File: config.mk
export PLATFORM = sky130hd
export DESIGN_NAME = synth_prog_if
export DESIGN_NICKNAME = d
export VERILOG_FILES = /design/src/rtl/synth_prog_pkg.sv /design/src/rtl/prog_sync.sv /design/src/rtl/prog_rise_det.sv /design/src/rtl/prog_shreg.sv /design/src/rtl/prog_latch_bank.sv /design/src/rtl/synth_prog_if.sv
export SDC_FILE = /design/constraint.sdc
export NUM_CORES = 1
export LEC_CHECK = 0
export BUFFER_PORTS_ARGS = -buffer_cell sky130_fd_sc_hd__buf_2
export CORE_ASPECT_RATIO = 1.25
export CORE_MARGIN = 2
export CORE_UTILIZATION = 30
export DETAILED_ROUTE_END_ITERATION = 6
export PLACE_DENSITY_LB_ADDON = 0.05
export SLEW_MARGIN = 20
export SYNTH_ARGS = -nofsm -noshare
export SYNTH_HDL_FRONTEND = slang
export SYNTH_SLANG_ARGS = --single-unit
File: constraint.sdc
create_clock -name clk -period 1.87 [get_ports clk]
set_input_delay 0.374 -clock clk [delete_from_list [all_inputs] [get_ports clk]]
set_output_delay 0.374 -clock clk [all_outputs]
set_load 0.02 [all_outputs]
File: src/rtl/synth_prog_pkg.sv
package synth_prog_pkg;
  localparam int NCH      = 2;
  localparam int REF_W    = 14;
  localparam int MAIN_W   = 13;
  localparam int SWAL_W   = 5;
  localparam int OSEL_W   = 2;
  // control bits sit where the last two serial bits land
  localparam int SEL_POS  = 0;
  localparam int KIND_POS = 1;
  // reference layout
  localparam int OSEL_LSB = 2;
  localparam int REF_LSB  = OSEL_LSB + OSEL_W;
  localparam int CP_POS   = REF_LSB + REF_W;
  // main layout
  localparam int SWAL_LSB = 2;
  localparam int MAIN_LSB = SWAL_LSB + SWAL_W;
  localparam int MAIN_TOP = MAIN_LSB + MAIN_W - 1;
  // only bits that some layout decodes are stored
  localparam int SHREG_W  = ((CP_POS > MAIN_TOP) ? CP_POS : MAIN_TOP) + 1;

  typedef struct packed {
    logic [REF_W-1:0]  ratio;
    logic [OSEL_W-1:0] osel;
    logic              cp;
  } ref_fields_t;

  typedef struct packed {
    logic [MAIN_W-1:0] ratio;
    logic [SWAL_W-1:0] swal;
  } main_fields_t;

  function automatic ref_fields_t take_ref(input logic [SHREG_W-1:0] w);
    ref_fields_t f;
    f.ratio = w[REF_LSB +: REF_W];
    f.osel  = w[OSEL_LSB +: OSEL_W];
    f.cp    = w[CP_POS];
    return f;
  endfunction

  function automatic main_fields_t take_main(input logic [SHREG_W-1:0] w);
    main_fields_t f;
    f.ratio = w[MAIN_LSB +: MAIN_W];
    f.swal  = w[SWAL_LSB +: SWAL_W];
    return f;
  endfunction
endpackage

File: src/rtl/prog_sync.sv
module prog_sync #(
  parameter int STAGES = 2,
  parameter int W      = 1
) (
  input  logic         clk,
  input  logic         rst_n,
  input  logic [W-1:0] din,
  output logic [W-1:0] dout
);
  logic [STAGES-1:0][W-1:0] chain;

  always_ff @(posedge clk or negedge rst_n) begin
    if (!rst_n) begin
      chain <= '0;
    end else begin
      chain[0] <= din;
      for (int i = 1; i < STAGES; i++) chain[i] <= chain[i-1];
    end
  end

  assign dout = chain[STAGES-1];
endmodule

File: src/rtl/prog_rise_det.sv
module prog_rise_det #(
  parameter int W = 1
) (
  input  logic         clk,
  input  logic         rst_n,
  input  logic [W-1:0] lvl,
  output logic [W-1:0] rise
);
  logic [W-1:0] prev_q;

  always_ff @(posedge clk or negedge rst_n) begin
    if (!rst_n) prev_q <= '0;
    else        prev_q <= lvl;
  end

  assign rise = lvl & ~prev_q;
endmodule

File: src/rtl/prog_shreg.sv
module prog_shreg #(
  parameter int W = 8
) (
  input  logic         clk,
  input  logic         rst_n,
  input  logic         shift_en,
  input  logic         bit_in,
  output logic [W-1:0] q
);
  always_ff @(posedge clk or negedge rst_n) begin
    if (!rst_n)        q <= '0;
    else if (shift_en) q <= {q[W-2:0], bit_in};
  end
endmodule

File: src/rtl/prog_latch_bank.sv
module prog_latch_bank
  import synth_prog_pkg::*;
(
  input  logic                          clk,
  input  logic                          rst_n,
  input  logic                          stb,
  input  logic [SHREG_W-1:0]            word,
  output logic [NCH-1:0][REF_W-1:0]     ref_ratio,
  output logic [NCH-1:0][OSEL_W-1:0]    out_sel,
  output logic [NCH-1:0]                cp_sel,
  output logic [NCH-1:0][MAIN_W-1:0]    main_ratio,
  output logic [NCH-1:0][SWAL_W-1:0]    swallow,
  output logic [NCH-1:0]                ref_valid,
  output logic [NCH-1:0]                main_valid
);
  ref_fields_t  ref_new;
  main_fields_t main_new;

  assign ref_new  = take_ref(word);
  assign main_new = take_main(word);

  for (genvar c = 0; c < NCH; c++) begin : g_ch
    logic         ch_hit, hit_ref, hit_main;
    ref_fields_t  ref_q;
    main_fields_t main_q;
    logic         rv_q, mv_q;

    assign ch_hit   = stb && (word[SEL_POS] == 1'(c));
    assign hit_ref  = ch_hit && !word[KIND_POS];
    assign hit_main = ch_hit &&  word[KIND_POS];

    always_ff @(posedge clk or negedge rst_n) begin
      if (!rst_n) begin
        ref_q <= '0;
        rv_q  <= 1'b0;
      end else if (hit_ref) begin
        ref_q <= ref_new;
        rv_q  <= 1'b1;
      end
    end

    always_ff @(posedge clk or negedge rst_n) begin
      if (!rst_n) begin
        main_q <= '0;
        mv_q   <= 1'b0;
      end else if (hit_main) begin
        main_q <= main_new;
        mv_q   <= 1'b1;
      end
    end

    assign ref_ratio[c]  = ref_q.ratio;
    assign out_sel[c]    = ref_q.osel;
    assign cp_sel[c]     = ref_q.cp;
    assign main_ratio[c] = main_q.ratio;
    assign swallow[c]    = main_q.swal;
    assign ref_valid[c]  = rv_q;
    assign main_valid[c] = mv_q;
  end
endmodule

File: src/rtl/synth_prog_if.sv
module synth_prog_if
  import synth_prog_pkg::*;
#(
  parameter int SYNC_STAGES = 2
) (
  input  logic                          clk,
  input  logic                          rst_n,
  input  logic                          ser_clk_i,
  input  logic                          ser_data_i,
  input  logic                          ser_le_i,
  output logic [NCH-1:0][REF_W-1:0]     ref_ratio_o,
  output logic [NCH-1:0][OSEL_W-1:0]    out_sel_o,
  output logic [NCH-1:0]                cp_sel_o,
  output logic [NCH-1:0][MAIN_W-1:0]    main_ratio_o,
  output logic [NCH-1:0][SWAL_W-1:0]    swallow_o,
  output logic [NCH-1:0]                ref_valid_o,
  output logic [NCH-1:0]                main_valid_o
);
  logic [2:0]         pins_s;   // {le, sclk, data}, equal synchroniser depth
  logic [1:0]         rises;
  logic               shift_stb;
  logic               load_stb;
  logic [SHREG_W-1:0] word_q;

  prog_sync #(.STAGES(SYNC_STAGES), .W(3)) u_sync (
    .clk  (clk),
    .rst_n(rst_n),
    .din  ({ser_le_i, ser_clk_i, ser_data_i}),
    .dout (pins_s)
  );

  prog_rise_det #(.W(2)) u_edge (
    .clk  (clk),
    .rst_n(rst_n),
    .lvl  (pins_s[2:1]),
    .rise (rises)
  );

  assign shift_stb = rises[0];
  assign load_stb  = rises[1];

  // a coincident load reads word_q before this cycle's shift lands
  prog_shreg #(.W(SHREG_W)) u_shreg (
    .clk     (clk),
    .rst_n   (rst_n),
    .shift_en(shift_stb),
    .bit_in  (pins_s[0]),
    .q       (word_q)
  );

  prog_latch_bank u_bank (
    .clk       (clk),
    .rst_n     (rst_n),
    .stb       (load_stb),
    .word      (word_q),
    .ref_ratio (ref_ratio_o),
    .out_sel   (out_sel_o),
    .cp_sel    (cp_sel_o),
    .main_ratio(main_ratio_o),
    .swallow   (swallow_o),
    .ref_valid (ref_valid_o),
    .main_valid(main_valid_o)
  );
endmodule

After elaboration in Yosys (flattened, before gate mapping)
Cells that the tools add are included.
{"block": "totals", "ff_bits": 102, "in_bits": 5, "output_inout_bits": 74}
{"block": "classes", "reduce_logical": 7, "bitwise": 3}
{"cell": "$logic_and A1 B1 Y1", "count": 6}
{"cell": "$and A2 B2 Y2", "count": 1}
{"cell": "$not A2 Y2", "count": 1}
{"cell": "$logic_not A1 Y1", "count": 1}
{"cell": "$not A1 Y1", "count": 1}

Longest topological paths before layout
{"block": "logic_depth", "depth_word": 4, "mapped_depth": 4, "ltp_nobuf": 2}

Cells and area by module
Synthesis repeated with hierarchy kept, for this count alone.
{"block": "unflattened", "hier_cells": 217, "hier_area_um2": 3970.1}
{"mod": "prog_latch_bank", "area_each_um2": 2896.5, "n_inst": 1, "cells_each": 162}
{"mod": "prog_shreg", "area_each_um2": 823.3, "n_inst": 1, "cells_each": 42}
{"mod": "prog_sync", "area_each_um2": 172.7, "n_inst": 1, "cells_each": 9}
{"mod": "prog_rise_det", "area_each_um2": 77.6, "n_inst": 1, "cells_each": 4}

Worst setup path after synthesis
OpenSTA, ideal clock, no wires.
{"block": "synth_timing", "path_kind": "register to register", "from": "register u_shreg.q[1]", "to": "register u_bank.g_ch[0].ref_q (netlist bit u_bank.out_sel[0])", "t_arrival_ps": 1462, "stages_incl_launch_ff": 4, "slack_ps": 284, "period_less_slack_ps": 1586, "required_time_ps": 1745, "cell_sequence": "dfrtp_1 -> nor4b_4 -> buf_6 -> mux2_2"}
{"block": "synth_between", "elab_chain_len": 2}
{"item": "start: declaration", "line_no": "prog_shreg.sv:8", "text": "output logic [W-1:0] q"}
{"item": "start signal: assignment", "line_no": "prog_shreg.sv:12", "text": "else if (shift_en) q <= {q[W-2:0], bit_in};"}
{"item": "$logic_not A1 Y1", "line_no": "prog_latch_bank.sv:29", "text": "assign hit_ref = ch_hit && !word[KIND_POS];"}
{"item": "$logic_and A1 B1 Y1", "line_no": "prog_latch_bank.sv:29"}
{"item": "end signal: assignment", "line_no": "prog_latch_bank.sv:37", "text": "ref_q <= ref_new;"}
{"item": "end: declaration", "line_no": "prog_latch_bank.sv:24", "text": "ref_fields_t ref_q;"}
No other way between the ends.
A chain may end at the register's enable or synchronous reset.

Worst setup path in the final report
{"block": "layout_timing", "from": "register u_shreg.q[0]", "to": "register u_bank.g_ch[0].ref_q (netlist bit u_bank.ref_ratio[2])"}
{"block": "layout_between", "elab_chain_len": 3}
{"item": "$not A1 Y1", "line_no": "prog_latch_bank.sv:28", "text": "assign ch_hit = stb && (word[SEL_POS] == 1'(c));"}
{"item": "$logic_and A1 B1 Y1", "line_no": "prog_latch_bank.sv:28"}
{"item": "$logic_and A1 B1 Y1", "line_no": "prog_latch_bank.sv:29"}
No other way between the ends.

==> impl_results.md <==
* Final setup vio count at 0
* TritonCTS clock tree: yes
* Wire length per cell at between 15 and 20 µm
* Area grow syn2layout at 25.63%
* Initial antenna violation count at 0
* Slew Limit Fails at 0
* Grt ovf at 0
* VDD IR max at about 560 µV
* Chip height at roughly 130 µm
* WS Path Type: reg -> reg
* Site row count at between 40 and 50
* Power Density at approximately 1500 mW/mm²
* Yosys top cell by area: dfrtp_1
* Share of post-route cells with drive strength above 1 at 65.26%
* Worst path cell trace: nor4b_4 > buf_4 > mux2_2
* Period minus WS final at approximately 1500 ps
* Layout Skew at just over 6 ps
* Clock slew at reported path FFs at about 70 ps
* Final worst slack at 323.4 ps
* DRT iter0 DRCs at 48
* Syn Std Cell Area at between 0.003 and 0.004 mm²
* Clock Tree Buf Depth at 2
* First-pass GRT wire length at 12430 µm
* Syn. warnings at 0
* Final Util at 38.68%
* Via count at a little over 2000
* Post-synthesis cell count at about 210
* Multi-input logic area at around 0.0011 mm²
* Crit-path max FO at 14
* CP required at 2090 ps
* Count leader, synth: dfrtp_1
* Clk sink count at between 100 and 150
* DPL Wire Length at between 5000 and 6000 µm
* Clock power frac at ~26%
* Tcrit/Tclk final at between 80 and 90%
* Starting density of the core at 30.79%
* Vias per cell at roughly 4.3
* FF-to-FF path depth at 3
* Worst-Margin Slew at a little over 400 ps
* Flop2flop setup slack at about 320 ps
* Fin nets at 309
* Post-synth EDFFs at 0
* Routability cong. at 0.6821
* Total number of H-tree levels at 3
* Die area at ~0.013 mm²
* Die width at roughly 100 µm
* Hold/Removal Path Class: in -> reg
* Fillers at between 1000 and 1500
* DRT Pass-1 Iters at 4
* Max Fclk at around 0.65 GHz
* Sw power at ~2.3 mW
* Slowest cell on crit path: dfrtp_1
* Vias in the first global route at roughly 2100
* Diode count at 0
* RSZ-0062 raised after global routing: no
* Largest net degree at the start of global routing at 39
* Clock Latency Late Sink at 340 ps
* CP Launch Type: flip-flop
* Resize count post-CTS at 0
* Static Leak at 2.370 nW
* Sequential power share at between 40% and 50%
* R2r endpoint: u_bank.ref_ratio[2]
* Switching share of power at around a third
* Sequential fraction of the synthesis area at approximately two thirds
* Core ar. at approximately 0.012 mm²
* TritonCTS buffer count at 9
* Worst path arrival time at ~1800 ps
* Final hold violations at 0
* CP Capture Type: flip-flop
* Final ANT Viol Nets at 0
* Port Buf Inserts at between 70 and 80
* CTS Root Cell: clkbuf_16
* Status: finished, final reports clean
* Fin area at about 0.0047 mm²
* Syn nets at 219
* Prevailing post-synth register cell: dfrtp_1
* Most frequent cells after synthesis: dfrtp_1, mux2_2, buf_4
* Ranking of synthesized cells by area: dfrtp_1, mux2_2, buf_4
* Seq. cell area at 0.002552 mm²
* Hold Path Stages at 1
* MaxCap Viol Count at 0
* Synth cell types at 12
* All-Layer GR Usage at about an eighth
* Top cell type's share of synthesized area at between 60% and 70%
* Crit Reg-Reg Startpoint: u_shreg.q[0]
* Rel. slew slack at approximately 73%
* Int Pwr at slightly below 5 mW
* Setup TNS at 0 ps
* Asr flop ratio synth at 100.0%
* Hold Crit Start: ser_clk_i
* # DRC at 0
* Min-Delay Endpoint: u_sync.chain[1]
* Synthesized flop and latch total at slightly above 100
* Placement Setup Slack at between 300 and 400 ps
* Placed Area at 0.004403 mm²
* Delay of the slowest critical-path stage at approximately 470 ps
* Combinational fraction of design power at 27.2%
* Syn Area/Cell at 17.50 µm²
* Routed WL at between 7000 and 8000 µm
* Io pins at 79
## placed cells by master, fill, tap and decap left out
master / count
or2_2: 3
dfrtp_1: 102
clkinvlp_4: 2
dlygate4sd3_1: 1
clkbuf_16: 9
and4bb_2: 1
nand4b_1: 1
mux2_2: 90
nand2b_1: 1
clkbuf_1: 2
nor4bb_4: 1
clkbuf_8: 1
nor4b_4: 1
buf_12: 3
buf_2: 77
buf_4: 11
nor2b_2: 1
bufinv_16: 1
## flip-flops by register name (all words and copies together), names as in the netlist
| name | cells |
|---|---|
| u_bank.g_ch.mv_q | 2 |
| u_bank.cp_sel | 2 |
| u_sync.dout | 3 |
| u_bank.swallow | 10 |
| u_bank.main_ratio | 26 |
| u_edge.prev_q | 2 |
| u_bank.ref_ratio | 28 |
| u_bank.out_sel | 4 |
| u_shreg.q | 20 |
| u_sync.chain | 3 |
| u_bank.g_ch.rv_q | 2 |
## what timing repair did
action / in CTS / in global routing
setup buffers: 0 / 0
hold buffers: 1 / 0
hold endpoints to repair: 26 / 0
## cell type report
| type | instances | area share, % |
|---|---|---|
| flip-flops and latches | 102 | 54.26 |
| multi-input cells | 99 | 23.75 |
| clock inverters | 3 | 0.9574 |
| clock buffers | 12 | 5.239 |
| repair buffers | 92 | 11.44 |
| well taps | 164 | 4.362 |
## cell families (layout without fill, tap and decap cells)
group | after synthesis | count (layout) | synth area share, %
buf+inv | 13 | 107 | 2.472
flops | 102 | 102 | 68.16
mux | 90 | 90 | 27.06
simple gates | 9 | 9 | 2.306
## worst max path at each step
| stage | to | slack, ps | start |
|---|---|---|---|
| 2_1_floorplan | u_bank.out_sel[0] | 280 | u_shreg.q[1] |
| 3_3_place_gp | u_bank.ref_ratio[6] | 340 | u_shreg.q[1] |
| 3_5_place_dp | u_bank.ref_ratio[2] | 320 | u_shreg.q[0] |
| 5_1_grt | u_bank.swallow[4] | 230 | u_shreg.q[0] |
| 4_1_cts | u_bank.ref_ratio[2] | 300 | u_shreg.q[0] |
| 6_report | u_bank.ref_ratio[2] | 320 | u_shreg.q[0] |
## routing by layer
| metal | vias to the layer above | track usage (%) | routed length, µm | part of all wire, % |
|---|---|---|---|---|
| met5 | - | 0 | 0 | 0 |
| met3 | 9 | 3.495 | 360 | 4.7 |
| met2 | 51 | 17.80 | 3481 | 46 |
| met1 | 1064 | 17.06 | 3661 | 48 |
| met4 | 0 | 5.723 | 125 | 1.6 |
| li1 | 926 | - | - | - |
## power by group through the flow
stage          Combinational (mW)  Clock, mW  Sequential (mW)
6_report                     1.94       1.85             3.35
5_1_grt                      2.09       2.02             3.47
4_1_cts                      1.98       1.92             3.37
3_5_place_dp                 1.97          0             3.41
3_3_place_gp                 1.95          0             3.41
2_1_floorplan               0.704          0             3.86
## per-stage QoR
stage	power (mW)	hold WS, ps	cells
6_report	7.136	135.2	472
3_5_place_dp	5.379	336.4	456
4_1_cts	7.267	121.3	472
3_3_place_gp	5.363	331.7	456
5_1_grt	7.582	120.3	472
2_1_floorplan	4.560	78.41	214
## critical path: cells and delay by family (launching register included)
kind / cells / cell delay, ps
DFF: 1 / 470
muxes: 1 / 360
and+or+nand+nor: 1 / 300
buffers and inverters: 1 / 290
(Power assumes the default switching activity.)
